File: src/rtl/lane_ctrl_pkg.sv
package lane_ctrl_pkg;
  typedef struct packed {
    logic bankHit;
    logic laneGate;
  } strobes_t;

  function automatic logic [2:0] sizeToBytes(input logic [1:0] code);
    return (code == 2'b00) ? 3'd4 : {1'b0, code};
  endfunction
endpackage

File: src/rtl/lane_datapath.sv
module lane_datapath
  import lane_ctrl_pkg::*;
#(
  parameter int ADDR_W = 32,
  parameter int SPACE_BIT = 17,
  parameter int LANES = 4,
  localparam int WORD_W = SPACE_BIT - 2
) (
  input  strobes_t           strb,
  input  logic [ADDR_W-1:0]  addr,
  input  logic [1:0]         sizeCode,
  output logic [LANES-1:0]   laneEnN,
  output logic               anyLane,
  output logic [WORD_W-1:0]  memAddr
);
  logic [3:0] firstOfs;
  logic [3:0] endOfs;
  logic [LANES-1:0] inSpan;

  assign firstOfs = {2'b00, addr[1:0]};
  assign endOfs   = firstOfs + {1'b0, sizeToBytes(sizeCode)};

  for (genvar k = 0; k < LANES; k++) begin : g_lane
    localparam logic [3:0] OFS = 4'(LANES - 1 - k);
    assign inSpan[k]  = (OFS >= firstOfs) && (OFS < endOfs);
    assign laneEnN[k] = ~(strb.laneGate & inSpan[k]);
  end

  assign anyLane = ~&laneEnN;
  assign memAddr = addr[SPACE_BIT-1:2];
endmodule

File: src/rtl/lane_control.sv
module lane_control
  import lane_ctrl_pkg::*;
#(
  parameter int WAIT_STATES = 0,
  parameter logic [2:0] FC_SEL = 3'b101
) (
  input  logic       clk,
  input  logic       rstN,
  input  logic       asN,
  input  logic       dsN,
  input  logic [2:0] fc,
  input  logic       spaceBit,
  input  logic       anyLane,
  output strobes_t   strb,
  output logic       bankSelN,
  output logic [1:0] ackN
);
  logic waitDone;

  assign strb.bankHit  = ~asN & (fc == FC_SEL) & ~spaceBit;
  assign strb.laneGate = strb.bankHit & ~dsN;
  assign bankSelN      = ~strb.bankHit;
  assign ackN          = {2{~(anyLane & waitDone)}};

  if (WAIT_STATES == 0) begin : g_nowait
    assign waitDone = 1'b1;
  end else begin : g_ring
    logic [WAIT_STATES:0] ring;
    always_ff @(posedge clk or negedge rstN) begin
      if (!rstN) ring <= {{WAIT_STATES{1'b0}}, 1'b1};
      else if (asN) ring <= {{WAIT_STATES{1'b0}}, 1'b1};
      else if (strb.bankHit && !ring[WAIT_STATES]) ring <= {ring[WAIT_STATES-1:0], 1'b0};
    end
    assign waitDone = ring[WAIT_STATES];

    // a delayed acknowledge needs the bank selected on the prior edge
    a_r8_ack_after_hit: assert property (@(posedge clk) disable iff (!rstN)
      (ackN == 2'b00) |-> $past(strb.bankHit));
    // acknowledge never appears on the first cycle of a strobe
    a_r8_no_early_ack: assert property (@(posedge clk) disable iff (!rstN)
      $fell(asN) |-> (ackN == 2'b11));
  end

  // both acknowledge lines always move together
  a_r6_ack_pair: assert property (@(posedge clk) disable iff (!rstN)
    ackN[1] == ackN[0]);
endmodule

File: src/rtl/lane_enable_ctrl.sv
module lane_enable_ctrl
  import lane_ctrl_pkg::*;
#(
  parameter int ADDR_W = 32,
  parameter int SPACE_BIT = 17,
  parameter int WAIT_STATES = 0,
  localparam int WORD_W = SPACE_BIT - 2
) (
  input  logic              clk,
  input  logic              rstN,
  input  logic [ADDR_W-1:0] addr,
  input  logic [1:0]        sizeCode,
  input  logic [2:0]        fc,
  input  logic              asN,
  input  logic              dsN,
  output logic [3:0]        laneEnN,
  output logic              bankSelN,
  output logic [WORD_W-1:0] memAddr,
  output logic [1:0]        ackN
);
  strobes_t strb;
  logic anyLane;

  lane_control #(.WAIT_STATES(WAIT_STATES), .FC_SEL(3'b101)) u_ctrl (
    .clk(clk), .rstN(rstN), .asN(asN), .dsN(dsN), .fc(fc),
    .spaceBit(addr[SPACE_BIT]), .anyLane(anyLane),
    .strb(strb), .bankSelN(bankSelN), .ackN(ackN)
  );

  lane_datapath #(.ADDR_W(ADDR_W), .SPACE_BIT(SPACE_BIT), .LANES(4)) u_dp (
    .strb(strb), .addr(addr), .sizeCode(sizeCode),
    .laneEnN(laneEnN), .anyLane(anyLane), .memAddr(memAddr)
  );

  // I/O space never touches memory lanes
  a_r2_io_space_idle: assert property (@(posedge clk) disable iff (!rstN)
    addr[SPACE_BIT] |-> (laneEnN == 4'hF && bankSelN && ackN == 2'b11));
  // data strobe gates every lane
  a_r3_ds_gate: assert property (@(posedge clk) disable iff (!rstN)
    dsN |-> (laneEnN == 4'hF));
  // acknowledge only with an enabled lane
  a_r6_ack_needs_lane: assert property (@(posedge clk) disable iff (!rstN)
    (ackN != 2'b11) |-> (laneEnN != 4'hF));
  // released strobe leaves everything inactive
  a_r9_release: assert property (@(posedge clk) disable iff (!rstN)
    asN |-> (laneEnN == 4'hF && bankSelN && ackN == 2'b11));
endmodule

File: config.mk
export PLATFORM = sky130hd
export DESIGN_NAME = lane_enable_ctrl
export DESIGN_NICKNAME = d
export VERILOG_FILES = /design/src/rtl/lane_ctrl_pkg.sv /design/src/rtl/lane_datapath.sv /design/src/rtl/lane_control.sv /design/src/rtl/lane_enable_ctrl.sv
export SDC_FILE = /design/constraint.sdc
export NUM_CORES = 1
export LEC_CHECK = 0
export ABC_AREA = 1
export BUFFER_PORTS_ARGS = -buffer_cell sky130_fd_sc_hd__buf_2
export CAP_MARGIN = 25
export CELL_PAD_IN_SITES_DETAIL_PLACEMENT = 2
export CELL_PAD_IN_SITES_GLOBAL_PLACEMENT = 2
export CORE_ASPECT_RATIO = 0.8
export CORE_MARGIN = 4
export CORE_UTILIZATION = 10
export DETAILED_ROUTE_END_ITERATION = 16
export PLACE_DENSITY_LB_ADDON = 0.1
export SKIP_LAST_GASP = 1
export SLEW_MARGIN = 20
export SYNTH_ARGS = -nofsm -noshare
export SYNTH_HDL_FRONTEND = slang
export SYNTH_HIERARCHICAL = 1
export SYNTH_SLANG_ARGS = --single-unit
File: constraint.sdc
create_clock -name vclk -period 6.02
set_clock_uncertainty 0.2 [all_clocks]
set_input_delay 1.204 -clock vclk [all_inputs]
set_output_delay 1.204 -clock vclk [all_outputs]
set_load 0.005 [all_outputs]
==> results of run 1 <==
## layer usage
metal  part of all wire (%)  vias up
li1                       -      131
met1                     46      110
met2                     44       13
met3                    9.7        0
met4                      0        0
met5                      0        -
## worst paths after layout
check	slack, ps	cells after the start	to
max	2050	12	ackN[1]
min	2210	0	memAddr[10]
## cell usage in the layout, fill, tap and decap left out, drive strengths merged
master  count
nor2        7
nand3       4
ha          2
o21ai       1
nand2       9
a21oi       1
inv         6
buf        17
fa          1
## power groups by stage
stage / clock [uW] / combinational [uW] / sequential, uW
2_1_floorplan: 0 / 15.9 / 0
3_3_place_gp: 0 / 14.8 / 0
3_5_place_dp: 0 / 14.6 / 0
4_1_cts: 0 / 14.7 / 0
5_1_grt: 0 / 17.1 / 0
6_report: 0 / 14.1 / 0
## metrics by stage
stage	std cells	hold WS, ps	utilization, %	total power, uW	setup slack, ps
6_report	86	2210	11.1	14.1	2050
3_5_place_dp	86	2210	11.1	14.6	2020
3_3_place_gp	86	2210	11.1	14.8	2010
4_1_cts	86	2210	11.1	14.7	2020
5_1_grt	86	2210	11.1	17.1	1890
2_1_floorplan	48	2280	-	15.9	2180
## final cells by class
cell class	instances	area [um2]
Multi-Input combinational cell	25	161
Tap cell	38	47.5
Timing Repair Buffer	17	85.1
Inverter	6	22.5
Fill cell	358	2530
==> impl_results.md, run 1 <==
- Status: complete, no violations
- Syn Nets: 92
- P_sw: about 7.8 uW
- GR Util met3: 1.39%
- Largest net degree at the start of global routing: 6
- PwrDens: about 45 nW/um2
- Crit-path slowest cell: fa_1
- Fin crit period: around 4000 ps
- GRT Util Overall: 3.65%
- Post-CTS setup buffer count: 0
- Row count: 17
- Seq pwr share: 0%
- Final WL: roughly 760 um
- CP top delay family: adder cells
- Pins over their slew limit: 0
- Synth Instances: 48
- Slew headroom: around 88%
- Die area: just over 4000 um2
- Vias: about 250
- HP Class: in2out
- Critical path peak fanout: 3
- DRT iter0 DRCs: 0
- # IOs: 63
- Syn. warnings: 6
- Syn Area/Cell: roughly 6.4 um2
- Setup CP Type: in2out
- Length of the first detailed-routing pass in iterations: 1
- Placed instance area: ~320 um2
- Final net count: 94
- Port bufs: 17
- DIE HEIGHT: a little under 60 um
- Layout cell share with drive strength beyond 1: a little over half
- Final Hold Viols: 0
- Number of global-route vias before repair: 289
- Grt met1 use: 4.85%
- VDD IR max: slightly above 0.000005 V
- Final period util: 66.0%
- Worst slew pin tran: about 180 ps
- Sw frac: between 50% and 60%
- Post-DR vias/cell: between 2 and 3
- Drt drc: 0
- Worst hold start: addr[12]
- CP Launch Point: addr[0]
- Wire per inst: 8.78 um
- Setup crit start kind: primary input
- Post-CTS Hold Buffers: 0
- Post-cts resize count: 0
- Clock power share: 0%
- Die X: 70.0 um
- Pleak: 0.000152 uW
- Gr busiest metal: met2
- Setup-failing EPs final: 0
- Sequential cell count: 0
- Internal power: ~6.3 uW
- Clkbuf count: 0
- Fmax: 0.252 GHz
- Worst Setup End Kind: primary output
- Starting Density: between 10% and 20%
- GRT met2 Usage: 5.92%
- Placer Congestion: around 0.63
- First-pass GRT wire length: between 1000 and 1500 um
- Worst-path cell chain: buf_2 -> ha_1 -> fa_1 -> inv_1 -> nor2_1 -> nand3_1 -> nand2_1 -> nand2_1 -> nand2_2 -> nand3_2 -> inv_1 -> buf_2
- Combinational power share: 100.0%
- Setup TNS: 0 ps
- Synth Cell Area: around 300 um2
- Number of max-cap violations: 0
- # diodes: 0
- RSZ-0062 raised after global routing: no
- WP data arrival: roughly 2600 ps
- Grt ovf: 0
- Post-route ant nets: 0
- Register area: 0 um2
- Area growth from synthesis to layout: 2.85%
- CP required: 4620 ps
- Final instance area: around 320 um2
- Max incr delay on CP: about 360 ps
- Core area: 2850 um2
- Critical path buffer and inverter count: 4
- Initial antenna violation count: 0
Note: power is estimated with default switching activity, not from simulation.
==> inputs of run 2 (changes only) <==
--- a/config.mk
+++ b/config.mk
@@ -5,7 +5,7 @@
 export SDC_FILE = /design/constraint.sdc
 export NUM_CORES = 1
 export LEC_CHECK = 0
-export ABC_AREA = 1
+export ABC_AREA = 0
 export BUFFER_PORTS_ARGS = -buffer_cell sky130_fd_sc_hd__buf_2
 export CAP_MARGIN = 25
 export CELL_PAD_IN_SITES_DETAIL_PLACEMENT = 2
==> constraint.sdc (replaced) <==
create_clock -name vclk -period 3.6
set_clock_uncertainty 0.2 [all_clocks]
set_input_delay 0.72 -clock vclk [all_inputs]
set_output_delay 0.72 -clock vclk [all_outputs]
set_load 0.005 [all_outputs]
==> impl_results.md, run 2 <==
- Final Hold Viols: 0 (unchanged)
- Fin crit period: between 3000 and 4000 ps
- Final WL: 899 um (+19%)
- Pleak: 0.000127 uW (-16%)
- Status: complete, no violations
- Cell count after placement: 78 (-9.3%)
- Worst Setup End Kind: primary output
- Wire per inst: 11.5 um (+31%)
- Clkbuf count: 0 (unchanged)
- Layout Cells excl Fill: 78 (-9.3%)
- # IOs: 63 (unchanged)
- Setup crit start kind: primary input
- Final net count: 86 (-8.5%)
- Area of the multi-input gates: 179 um2 (+11%)
- Syn Area/Cell: 7.66 um2 (+20%)
- Layout cell share with drive strength beyond 1: 50.0% (-2.1 points)
- PwrDens: 85.6 nW/um2 (+92%)
- Setup CP Type: in2out
- Register area: 0 um2 (unchanged)
- Initial antenna violation count: 0 (unchanged)
- Synth Cell Area: 307 um2 (-0.41%)
- Final period util: 87.8%
- WP data arrival: 2240 ps (-330 ps)
- Drt drc: 0 (unchanged)
- Number of max-cap violations: 0 (unchanged)
- Fmax: 0.316 GHz
- Post-CTS Hold Buffers: 0 (unchanged)
- Number of global-route vias before repair: 318 (+10%)
- Core area: 2850 um2 (unchanged)
- Post-DR vias/cell: 3.46 (+17%)
- DIE HEIGHT: 57.5 um (-0.17%)
- Vias: 270 (+6.3%)
- Pins over their slew limit: 0 (unchanged)
- Row count: 17 (unchanged)
- CP required: 2680 ps (-1940 ps)
- CP Launch Point: addr[0]
- RSZ-0062 raised after global routing: no
- Critical path peak fanout: 4 (+1)
- Setup-failing EPs final: 0 (unchanged)
- VDD IR max: 0.00000944 V (+86%)
- Syn. warnings: 6 (unchanged)
- GRT Util Overall: 4.33% (+0.67 points)
- # diodes: 0 (unchanged)
- Die X: 69.9 um (-0.18%)
- Worst slew pin tran: 666 ps (+485 ps)
- Commonest cells after routing, fill and taps aside: buf_2, nand2_1, nor2b_1, ha_1
- Synth Instances: 40 (-17%)
- Placer Congestion: 0.621 (-1.4%)
- Grt ovf: 0 (unchanged)
- Sequential cell count: 0 (unchanged)
- Port bufs: 17 (unchanged)
- Hold Path Cell Cnt: 0 (unchanged)
- Length of the first detailed-routing pass in iterations: 3 (+2)
- Die area: 4020 um2 (-0.35%)
- Fill count: 356 (-0.56%)
- Post-route ant nets: 0 (unchanged)
- Post-CTS setup buffer count: 0 (unchanged)
- Crit path to: ackN[1]
- Setup TNS: 0 ps (unchanged)
- First-pass GRT wire length: 1460 um (+12%)
- Syn Nets: 84 (-8.7%)
- Largest net degree at the start of global routing: 7 (+1)
- Area growth from synthesis to layout: 2.86% (about the same)
- DRT iter0 DRCs: 1 (+1)
- Starting Density: 10.8% (-0.044 points)
- Post-cts resize count: 0 (unchanged)
- Slew headroom: 55.2% (-33 points)
- HP Class: in2out
- Most common cell after layout, fill and taps aside: buf_2
-- run 2: area by class of cell --
type / count / share of cell area, %
Inverter: 1 / 1.19
Tap cell: 38 / 15.1
Multi-Input combinational cell: 22 / 56.7
Timing Repair Buffer: 17 / 27.0
-- run 2: layer usage --
layer	vias up	share of wire (%)	track usage, %
li1	117	-	-
met1	122	27	3.71
met2	7	56	8.75
met3	24	7.3	0
met4	0	9.3	4.64
met5	-	0	0
-- run 2: worst min-delay path by stage --
stage | to | slack, ps | startpoint
floorplan | memAddr[0] | 1320 | addr[2]
global placement | memAddr[12] | 1240 | addr[14]
detailed placement | memAddr[12] | 1240 | addr[14]
CTS | memAddr[12] | 1240 | addr[14]
global route | memAddr[12] | 1240 | addr[14]
finish | memAddr[12] | 1240 | addr[14]
-- run 2: power by group --
part / internal [uW] / switching, uW / total (uW)
combinational: 13.2 / 13.7 / 27.0
sequential: 0 / 0 / 0
clock: 0 / 0 / 0
total: 13.2 / 13.7 / 27.0
-- run 2: stage by stage --
stage          setup slack, ps  area (um2)  utilization (%)  total power [uW]  hold WS, ps
2_1_floorplan              590         307                -              28.2         1320
3_3_place_gp               470         315             11.1              25.8         1240
3_5_place_dp               421         315             11.1              27.2         1240
4_1_cts                    420         315             11.1              27.6         1240
5_1_grt                    317         315             11.1              31.4         1240
6_report                   438         315             11.1              27.0         1240
-- run 2: worst max-delay path, stage by stage --
cell	delay, ps
buf_2	120
ha_1	220
fa_1	390
o21ba_1	240
a31oi_2	60
o31a_1	330
inv_1	60
buf_2	100
